$ cat config.mk
export PLATFORM = sky130hd
export DESIGN_NAME = pasid_vcmd_unit
export DESIGN_NICKNAME = d
export VERILOG_FILES = /design/src/rtl/pasid_vcmd_pkg.sv /design/src/rtl/pasid_lowest_pick.sv /design/src/rtl/pasid_id_pool.sv /design/src/rtl/pasid_vcmd_ctrl.sv /design/src/rtl/pasid_vcmd_unit.sv
export SDC_FILE = /design/constraint.sdc
export NUM_CORES = 1
export LEC_CHECK = 0
export CORE_MARGIN = 2
export CORE_UTILIZATION = 53
export CTS_BUF_LIST = sky130_fd_sc_hd__clkbuf_4
export DETAILED_ROUTE_END_ITERATION = 8
export PLACE_DENSITY = 0.79
export SYNTH_ARGS = -nofsm -noshare
export SYNTH_HDL_FRONTEND = slang
export SYNTH_SLANG_ARGS = --single-unit
$ cat constraint.sdc
create_clock -name clk -period 5.9 [get_ports clk]
set_input_delay 1.18 -clock clk [delete_from_list [all_inputs] [get_ports clk]]
set_output_delay 1.18 -clock clk [all_outputs]
set_load 0.01 [all_outputs]
$ cat src/rtl/pasid_vcmd_pkg.sv
package pasid_vcmd_pkg;

   localparam int unsigned VC_ID_W = 20;

   localparam logic [11:0] OFS_CAP    = 12'hE00;
   localparam logic [11:0] OFS_CMD_LO = 12'hE10;
   localparam logic [11:0] OFS_CMD_HI = 12'hE14;
   localparam logic [11:0] OFS_RSP_LO = 12'hE20;
   localparam logic [11:0] OFS_RSP_HI = 12'hE24;

   localparam logic [7:0] OP_NULL  = 8'd0;
   localparam logic [7:0] OP_ALLOC = 8'd1;
   localparam logic [7:0] OP_FREE  = 8'd2;

   typedef enum logic [1:0] {
      ST_OK     = 2'd0,
      ST_BADCMD = 2'd1,
      ST_NORES  = 2'd2
   } vc_status_e;

   typedef enum logic {
      FSM_IDLE = 1'b0,
      FSM_EXEC = 1'b1
   } vc_fsm_e;

   function automatic logic [63:0] mk_rsp(input logic busy, input vc_status_e st,
                                          input logic [VC_ID_W-1:0] res);
      return {36'd0, res, 5'd0, st, busy};
   endfunction

endpackage

$ cat src/rtl/pasid_lowest_pick.sv
module pasid_lowest_pick #(
   parameter int unsigned W = 16,
   localparam int unsigned IDX_W = (W > 1) ? $clog2(W) : 1
) (
   input  logic [W-1:0]     req,
   output logic             any,
   output logic [IDX_W-1:0] idx
);
   always_comb begin
      any = |req;
      idx = '0;
      for (int i = W - 1; i >= 0; i--) begin
         if (req[i]) idx = i[IDX_W-1:0];
      end
   end
endmodule

$ cat src/rtl/pasid_id_pool.sv
module pasid_id_pool
   import pasid_vcmd_pkg::*;
#(
   parameter int unsigned NUM_IDS    = 64,
   parameter int unsigned SCAN_LANES = 16
) (
   input  logic               clk,
   input  logic               rst_n,
   input  logic               scan_restart,
   input  logic               scan_step,
   input  logic               free_vld,
   input  logic [VC_ID_W-1:0] free_id,
   output logic               scan_hit,
   output logic               scan_last,
   output logic [VC_ID_W-1:0] hit_id,
   output logic               free_ok
);
   localparam int unsigned NUM_CHUNKS = NUM_IDS / SCAN_LANES;
   localparam int unsigned CHK_W      = (NUM_CHUNKS > 1) ? $clog2(NUM_CHUNKS) : 1;
   localparam int unsigned LANE_W     = $clog2(SCAN_LANES);
   localparam int unsigned POOL_W     = $clog2(NUM_IDS);

   if (NUM_IDS < 2 || NUM_IDS > (1 << VC_ID_W)) begin : g_bad_ids
      $error("pasid_id_pool: NUM_IDS out of range");
   end
   if ((NUM_IDS & (NUM_IDS - 1)) != 0) begin : g_bad_ids_pow2
      $error("pasid_id_pool: NUM_IDS must be a power of two");
   end
   if (SCAN_LANES < 2 || (SCAN_LANES & (SCAN_LANES - 1)) != 0) begin : g_bad_lanes
      $error("pasid_id_pool: SCAN_LANES must be a power of two of at least 2");
   end
   if (SCAN_LANES > NUM_IDS) begin : g_bad_ratio
      $error("pasid_id_pool: SCAN_LANES exceeds NUM_IDS");
   end

   logic [NUM_IDS-1:0]    used_q;
   logic [CHK_W-1:0]      chunk_q;
   logic [SCAN_LANES-1:0] window;
   logic [SCAN_LANES-1:0] zero_mask;
   logic [SCAN_LANES-1:0] avail;
   logic [LANE_W-1:0]     lane_idx;
   logic [POOL_W-1:0]     hit_idx;
   logic [POOL_W-1:0]     free_idx;

   if (NUM_CHUNKS == 1) begin : g_single
      assign chunk_q   = '0;
      assign window    = used_q;
      assign scan_last = 1'b1;
      assign hit_id    = VC_ID_W'(lane_idx);
   end else begin : g_multi
      always_ff @(posedge clk) begin
         if (!rst_n || scan_restart) begin
            chunk_q <= '0;
         end else if (scan_step && !scan_hit && !scan_last) begin
            chunk_q <= chunk_q + 1'b1;
         end
      end
      assign window    = used_q[chunk_q*SCAN_LANES +: SCAN_LANES];
      assign scan_last = (chunk_q == CHK_W'(NUM_CHUNKS - 1));
      assign hit_id    = VC_ID_W'({chunk_q, lane_idx});
   end

   assign zero_mask = {{(SCAN_LANES-1){1'b0}}, (chunk_q == '0)};
   assign avail     = ~window & ~zero_mask;

   pasid_lowest_pick #(.W(SCAN_LANES)) u_pick (
      .req (avail),
      .any (scan_hit),
      .idx (lane_idx)
   );

   assign hit_idx  = hit_id[POOL_W-1:0];
   assign free_idx = free_id[POOL_W-1:0];
   assign free_ok  = (free_id != '0) && ({12'd0, free_id} < 32'(NUM_IDS)) && used_q[free_idx];

   always_ff @(posedge clk) begin
      if (!rst_n) begin
         used_q <= '0;
      end else begin
         if (scan_step && scan_hit) used_q[hit_idx] <= 1'b1;
         if (free_vld && free_ok)   used_q[free_idx] <= 1'b0;
      end
   end

   // a grant names an identifier that was free and is not zero
   p_grant_free_r5: assert property (@(posedge clk) disable iff (!rst_n)
      (scan_step && scan_hit) |-> (hit_id != '0 && !used_q[hit_idx]));
   // a granted identifier is marked in use afterwards
   p_grant_marks_r5: assert property (@(posedge clk) disable iff (!rst_n)
      (scan_step && scan_hit) |=> used_q[$past(hit_idx)]);
   // an accepted release clears the identifier
   p_free_release_r7: assert property (@(posedge clk) disable iff (!rst_n)
      (free_vld && free_ok) |=> !used_q[$past(free_idx)]);
   // identifier 0 never enters the pool
   p_id0_never_r8: assert property (@(posedge clk) disable iff (!rst_n)
      !used_q[0]);
endmodule

$ cat src/rtl/pasid_vcmd_ctrl.sv
module pasid_vcmd_ctrl
   import pasid_vcmd_pkg::*;
(
   input  logic               clk,
   input  logic               rst_n,
   input  logic               cap_on,
   input  logic               cmd_wr,
   input  logic [27:0]        cmd_val,
   output logic               accept,
   output logic [63:0]        rsp_q,
   output logic               scan_restart,
   output logic               scan_step,
   output logic               free_vld,
   output logic [VC_ID_W-1:0] free_id,
   input  logic               scan_hit,
   input  logic               scan_last,
   input  logic [VC_ID_W-1:0] hit_id,
   input  logic               free_ok
);
   vc_fsm_e            state_q;
   logic [7:0]         op_q;
   logic [VC_ID_W-1:0] id_q;

   assign accept       = cmd_wr && cap_on && (state_q == FSM_IDLE);
   assign scan_restart = accept;
   assign scan_step    = (state_q == FSM_EXEC) && (op_q == OP_ALLOC);
   assign free_vld     = (state_q == FSM_EXEC) && (op_q == OP_FREE);
   assign free_id      = id_q;

   always_ff @(posedge clk) begin
      if (!rst_n) begin
         state_q <= FSM_IDLE;
         op_q    <= '0;
         id_q    <= '0;
         rsp_q   <= '0;
      end else begin
         case (state_q)
            FSM_IDLE: begin
               if (accept) begin
                  op_q    <= cmd_val[7:0];
                  id_q    <= cmd_val[27:8];
                  rsp_q   <= mk_rsp(1'b1, ST_OK, '0);
                  state_q <= FSM_EXEC;
               end
            end
            default: begin
               case (op_q)
                  OP_NULL: begin
                     rsp_q   <= mk_rsp(1'b0, ST_OK, '0);
                     state_q <= FSM_IDLE;
                  end
                  OP_FREE: begin
                     rsp_q   <= mk_rsp(1'b0, free_ok ? ST_OK : ST_NORES, '0);
                     state_q <= FSM_IDLE;
                  end
                  OP_ALLOC: begin
                     if (scan_hit) begin
                        rsp_q   <= mk_rsp(1'b0, ST_OK, hit_id);
                        state_q <= FSM_IDLE;
                     end else if (scan_last) begin
                        rsp_q   <= mk_rsp(1'b0, ST_NORES, '0);
                        state_q <= FSM_IDLE;
                     end
                  end
                  default: begin
                     rsp_q   <= mk_rsp(1'b0, ST_BADCMD, '0);
                     state_q <= FSM_IDLE;
                  end
               endcase
            end
         endcase
      end
   end

   // an accepted command shows busy with clean status and result
   p_accept_clean_r3: assert property (@(posedge clk) disable iff (!rst_n)
      accept |=> (rsp_q == 64'd1));
   // commands other than allocation finish after one busy cycle
   p_quick_ops_r4: assert property (@(posedge clk) disable iff (!rst_n)
      (accept && cmd_val[7:0] != OP_ALLOC) |=> ##1 !rsp_q[0]);
   // status code 3 never appears
   p_status_legal_r2: assert property (@(posedge clk) disable iff (!rst_n)
      rsp_q[2:1] != 2'b11);
   // nothing is accepted while busy
   p_no_accept_busy_r10: assert property (@(posedge clk) disable iff (!rst_n)
      rsp_q[0] |-> !accept);
   // without the capability the response stays clear
   p_nocap_idle_r11: assert property (@(posedge clk) disable iff (!rst_n)
      !cap_on |-> (rsp_q == 64'd0));
endmodule

$ cat src/rtl/pasid_vcmd_unit.sv
module pasid_vcmd_unit
   import pasid_vcmd_pkg::*;
#(
   parameter int unsigned NUM_IDS         = 64,
   parameter int unsigned SCAN_LANES      = 16,
   parameter bit          ALLOC_SUPPORTED = 1'b1
) (
   input  logic        clk,
   input  logic        rst_n,
   input  logic [11:0] reg_addr,
   input  logic        reg_wr,
   input  logic        reg_wide,
   input  logic [63:0] reg_wdata,
   output logic [63:0] reg_rdata
);
   localparam logic [63:0] CAP_VAL = {63'd0, ALLOC_SUPPORTED};

   logic [63:0]        cmd_q;
   logic [63:0]        rsp_q;
   logic               wr_lo, wr_hi, cmd_wr, accept;
   logic               scan_restart, scan_step, scan_hit, scan_last;
   logic               free_vld, free_ok;
   logic [VC_ID_W-1:0] free_id, hit_id;

   assign wr_lo  = reg_wr && (reg_addr == OFS_CMD_LO);
   assign wr_hi  = reg_wr && (reg_addr == OFS_CMD_HI) && !reg_wide;
   assign cmd_wr = wr_lo || wr_hi;

   always_ff @(posedge clk) begin
      if (!rst_n) begin
         cmd_q <= '0;
      end else if (accept) begin
         if (wr_hi)         cmd_q[63:32] <= reg_wdata[31:0];
         else if (reg_wide) cmd_q        <= reg_wdata;
         else               cmd_q[31:0]  <= reg_wdata[31:0];
      end
   end

   pasid_vcmd_ctrl u_ctrl (
      .clk          (clk),
      .rst_n        (rst_n),
      .cap_on       (ALLOC_SUPPORTED),
      .cmd_wr       (cmd_wr),
      .cmd_val      (reg_wdata[27:0]),
      .accept       (accept),
      .rsp_q        (rsp_q),
      .scan_restart (scan_restart),
      .scan_step    (scan_step),
      .free_vld     (free_vld),
      .free_id      (free_id),
      .scan_hit     (scan_hit),
      .scan_last    (scan_last),
      .hit_id       (hit_id),
      .free_ok      (free_ok)
   );

   pasid_id_pool #(.NUM_IDS(NUM_IDS), .SCAN_LANES(SCAN_LANES)) u_pool (
      .clk          (clk),
      .rst_n        (rst_n),
      .scan_restart (scan_restart),
      .scan_step    (scan_step),
      .free_vld     (free_vld),
      .free_id      (free_id),
      .scan_hit     (scan_hit),
      .scan_last    (scan_last),
      .hit_id       (hit_id),
      .free_ok      (free_ok)
   );

   always_comb begin
      case (reg_addr)
         OFS_CAP:    reg_rdata = CAP_VAL;
         OFS_CMD_LO: reg_rdata = cmd_q;
         OFS_CMD_HI: reg_rdata = {32'd0, cmd_q[63:32]};
         OFS_RSP_LO: reg_rdata = rsp_q;
         OFS_RSP_HI: reg_rdata = {32'd0, rsp_q[63:32]};
         default:    reg_rdata = '0;
      endcase
   end

   // a refused command write leaves the command register alone
   p_cmd_hold_r10: assert property (@(posedge clk) disable iff (!rst_n)
      (cmd_wr && !accept) |=> $stable(cmd_q));
   // a 32-bit low write keeps the upper half
   p_lo_keeps_hi_r13: assert property (@(posedge clk) disable iff (!rst_n)
      (accept && wr_lo && !reg_wide) |=> $stable(cmd_q[63:32]));
endmodule

======== Yosys cells after proc, flatten, opt, wreduce, memory -nomap -nowiden ========
Cells that the tools add are included.
word-level totals
  bits in registers ....................... 223
  output and inout port bits .............. 64
  word-level logic and storage cells ...... 101
operators by class
  add/subtract/negate cells ............... 1
  magnitude comparators ................... 5
  equality and inequality tests ........... 9
  shifts and indexed selects .............. 1
  mux-type cells .......................... 39
  bitwise logic cells ..................... 8
  reductions and logical operators ........ 30
operator list
  kind                                                 count
  two-way mux 64 bit                                   7
  case mux 64 bit (5 select lines)                     1
  case mux 64 bit (3 select lines)                     1
  bitwise AND 64 bit                                   1
  two-way mux 32 bit                                   2
  two-way mux 4 bit                                    16
  NOT 64 bit                                           1
  OR 64 bit                                            1
  indexed part select 64 x 7 -> 16 bit                 1
  == test 12 bit, second input constant                5
  < comparator 20 x 7 -> 1 bit, second input constant  1
  nonzero test 20 bit                                  1
  bitwise AND 16 bit                                   1
  NOT 1 -> 16 bit                                      1
  NOT 16 bit                                           1
  OR reduction 16 bit                                  1
  logical AND 1 bit                                    14
  < comparator 6 x 7 -> 1 bit, second input constant   2
  demux 1 bit (select 6 bit)                           2
  >= comparator 6 x 1 -> 1 bit, second input constant  2
  == test 8 x 1 -> 1 bit, second input constant        1
  == test 8 x 2 -> 1 bit, second input constant        1
  logical NOT 8 bit                                    1
  two-way mux 1 bit                                    8
  11 further kinds                                     20

======== Logic depth before layout (Yosys ltp) ========
  depth after elaboration ................. 28
  mapped depth ............................ 11
  mapped depth without buffers ............ 8

======== Modules after synthesis ========
Synthesis repeated with hierarchy kept, for this count alone.
unflattened totals
  cells, all modules ...................... 1258
  area, all modules ....................... 10608.9 um2
by module, submodules not included
  module             times used  cells an instance  area each (um2)  sequential area each (um2)
  pasid_id_pool      1           486                4145.2           1321.3
  pasid_vcmd_unit    1           499                4088.9           1281.2
  pasid_vcmd_ctrl    1           239                2198.4           1041.0
  pasid_lowest_pick  1           34                 176.4            0.0

======== Least setup slack after synthesis ========
Ideal clock, no wire load.
  kind .................................... input to output
  start ................................... input reg_addr[2]
  end ..................................... output reg_rdata[12]
  arrival time ............................ 2566 ps
  required time ........................... 4720 ps
  setup slack ............................. 2154 ps
  cell stages on the path ................. 5
  path buffers ............................ 3
  path through ............................ clkbuf_1 -> buf_1 -> clkbuf_1 -> mux2i_1 -> o21ai_0
on the way
  cells in the longest elaborated chain, start to end .. 2
  elaborated cells between the ends (all ways) .. 6
  those cells by class .................... eq/ne: 5; mux: 1
ends and longest elaborated chain
  what                                  RTL line               source
  from (decl)                           pasid_vcmd_unit.sv:10  input logic [11:0] reg_addr,
  == test 12 bit                        pasid_vcmd_unit.sv:71  case (reg_addr)
  case mux 64 bit (5 select lines) (*)  pasid_vcmd_unit.sv:71
  to (decl)                             pasid_vcmd_unit.sv:14  output logic [63:0] reg_rdata
Mark *: on every way between the ends. The rest lies on a longest branch, timed or not.

======== Worst setup path in the final report ========
  start ................................... input reg_addr[7]
  end ..................................... output reg_rdata[56]
Same word-level chain as after synthesis.

==> key figures <==
Cells and area
  • Synthesis-to-finish area growth: 19.1%
  • Most frequent cells in the layout: 180 x nand2_1, 168 x dfxtp_1, 141 x clkdlybuf4s50_1
  • Share of layout cells above drive strength 1: between 10% and 20%
  • Nets: 1,174
  • Most common cell after layout, fill and taps aside: nand2_1
  • Layout fillers: approximately 1,400

Clock tree
  • H-tree depth: 4
  • CTS tree: built
  • TritonCTS buffer count: 17
  • Worst-Skew Late Latency: around 600 ps
  • CTS Sinks: approximately 170
  • # hold bufs at CTS: 0
  • Root Buffer: clkbuf_4
  • Setup Fix Bufs, Post-CTS: 0
  • Clock Path Buffers: 2
  • CTS clk-pin slew, worst paths: 150 ps
  • Post-cts resize count: 0

GRT
  • Vias in the first global route: between 7,000 and 8,000
  • First-pass GRT wire length: 43,500 um
  • Global Route Usage Sum: ~30%
  • Initial antenna violation count: 1
  • Largest net degree at the start of global routing: roughly 110
  • Grt ovf: 0

Place
  • Port bufs: about 140
  • Post-DP HPWL: between 15,000 and 20,000 um
  • Final GP Congestion: around 0.89

Power
  • Clk pwr share: approximately 35%
  • Worst VDD drop: 0.000125 V
  • Sw power: 0.000477 W
  • Part of the power in registers: 58.9%
  • Sw Share: between 20% and 30%
  • Leak Pwr: 4.12 nW
  • Cell Pwr Density: ~180 nW/um^2
  • Part of the power in combinational logic: under 10%
  • Final Total Pwr: between 0.0015 and 0.002 W
  • Internal power component: around 0.0015 W

Flow run
  • Max Cap Viol: 0

Timing
  • RSZ-0062 raised after global routing: no
  • Setup Skew: ~31 ps
  • Period Utilization, post-route: around 83%
  • Fin. Hold Viols: 0
  • Tmin final: roughly 4900 ps
  • Worst-Margin Slew: 1200 ps
  • Fmax: 0.204 GHz
  • Setup Viol. Count Final: 0
  • Slew headroom: 19.9%
  • Setup TNS: 0 ps
  • Slew Viols, Final: 0

Synth
  • Library cells used by synthesis: 76
  • Register area share after synthesis: 37.3%
  • Synth warn: 0
  • Post-synth EDFFs: 0
  • Asr flop ratio synth: 0%
  • Post-synthesis cell area: ~9000 sq um
  • Synth Register Bits: 168
  • Synth Flop Type: dfxtp_1
  • Mapped Avg Cell Area: just over 9 sq um
  • Syn Nets: between 1,000 and 1,500
  • Synth Instances: between 900 and 1,000

Worst setup path
  • Req. time, crit path: 4720 ps
  • Worst EP arrival: 3730 ps
  • Critical path class: input pin to output pin
  • Critical Path Source Type: input pin
  • Crit. End Element: output pin
  • Critical Path Fanout Max: 32

Floorplan
  • Die Span Y: about 130 um
  • Std cell rows: 47
  • Die boundary width: around 130 um
  • Die area: between 15,000 and 20,000 sq um
  • IO Pins: about 140
  • Core ar.: 16,600 sq um
  • Initial Util: between 50% and 60%

Routing
  • ANT nets after route: 0
  • WL final: about 27,000 um
  • Initial DRC count: between 800 and 900
  • Routed wire length per instance: 20.7 um
  • Detailed-route vias per instance: between 6 and 7
  • Drt first pass iters: 8
  • Routed vias: ~8,300
  • # DRC: 2

Outcome
  • Failing checks: DRC
  • Status: complete, but fails checks

Worst hold path
  • Hold Path Class: register to register
==> cell families (layout without fill, tap and decap cells) <==
group | after synthesis | count (layout) | share of synthesized area, %
compound gates | 233 | 233 | 22.8
xor+xnor | 2 | 2 | 0.194
fa+ha+maj | 4 | 4 | 0.554
buf+inv | 91 | 203 | 4.91
flops | 168 | 168 | 37.3
mux | 92 | 92 | 13.1
other cells | 0 | 1 | 0
simple gates | 401 | 401 | 21.1
==> critical path, stage by stage <==
cell and delay, ps:
clkdlybuf4s50_1 440, nor4b_2 330, nand4b_1 520, nor2_2 210, buf_4 300, and2_1 190, clkdlybuf4s50_1 540
==> metal layers <==
| layer | vias up | global-route usage [%] | routed length [um] |
|---|---|---|---|
| met5 | - | 0 | 0 |
| met4 | 0 | 10.1 | 786 |
| met3 | 60 | 7.81 | 2440 |
| met2 | 417 | 46.4 | 12500 |
| met1 | 4003 | 42.7 | 11700 |
| li1 | 3828 | - | - |
==> final cells by class <==
cell class | count | area [sq um] | area share, %
Clock inverter | 15 | 150 | 1.40
Clock buffer | 17 | 128 | 1.19
Sequential cell | 168 | 3360 | 31.3
Tap cell | 220 | 275 | 2.56
Inverter | 13 | 48.8 | 0.454
Multi-Input combinational cell | 732 | 5250 | 48.8
Timing Repair Buffer | 158 | 1540 | 14.3
Antenna cell | 1 | 2.50 | 0.0233
==> synthesized netlist by cell type (5+ instances only) <==
library cell | number | area (sq um)
a21boi_1 | 9 | 67.6
o21ai_0 | 12 | 60.1
or3_1 | 5 | 31.3
buf_4 | 5 | 37.5
o22ai_1 | 5 | 31.3
mux2i_1 | 67 | 671
nand2_1 | 180 | 676
nand3_1 | 12 | 60.1
dfxtp_1 | 168 | 3360
nand4_1 | 6 | 37.5
and2_1 | 37 | 231
clkbuf_1 | 44 | 165
buf_2 | 21 | 105
nor2b_1 | 11 | 68.8
o221a_2 | 45 | 507
nor3_1 | 35 | 175
o221ai_1 | 5 | 43.8
o211a_1 | 36 | 360
mux2_2 | 5 | 56.3
o21a_1 | 5 | 37.5
nor2_1 | 74 | 278
nor4_1 | 6 | 37.5
mux4_2 | 18 | 405
a21oi_1 | 8 | 40.0
o221a_1 | 18 | 203
inv_1 | 12 | 45.0
a21boi_0 | 52 | 390
a22oi_1 | 8 | 60.1
==> sequential cells by signal, summed over array words and instances, names as in the netlist <==
signal	count
u_ctrl.rsp_q	9
u_ctrl.free_id	20
u_ctrl.state_q	1
cmd_q	64
u_pool.used_q	64
u_ctrl.op_q	8
u_pool.chunk_q	2
==> power by group through the flow <==
stage          clock [W]  combinational (W)  sequential, W
2_1_floorplan          0          0.0000399        0.00116
3_3_place_gp           0           0.000109        0.00116
3_5_place_dp           0           0.000109        0.00116
4_1_cts         0.000688           0.000109        0.00113
5_1_grt         0.000737           0.000118        0.00114
6_report        0.000683           0.000110        0.00113
==> worst paths after layout <==
check	from	endpoint	slack, ps	cells past startpoint
worst max-delay path	reg_addr[7]	reg_rdata[56]	990	7
worst min-delay path	cmd_q[31]	cmd_q[31]	470	2
worst max register to register	u_pool.chunk_q[0]	u_pool.used_q[25]	2320	7
worst min register to register	cmd_q[31]	cmd_q[31]	470	2
==> per-stage QoR <==
stage / util (%) / std cells / cell area (sq um) / setup slack (ps) / hold WS, ps
2_1_floorplan: - / 991 / 9030 / 2150 / 434
3_3_place_gp: 62.9 / 1291 / 10500 / 1110 / 441
3_5_place_dp: 62.9 / 1291 / 10500 / 1040 / 449
4_1_cts: 64.6 / 1323 / 10700 / 1020 / 468
5_1_grt: 64.6 / 1324 / 10800 / 762 / 480
6_report: 64.6 / 1324 / 10800 / 990 / 467
No activity file was read; power rests on OpenSTA's default activity.
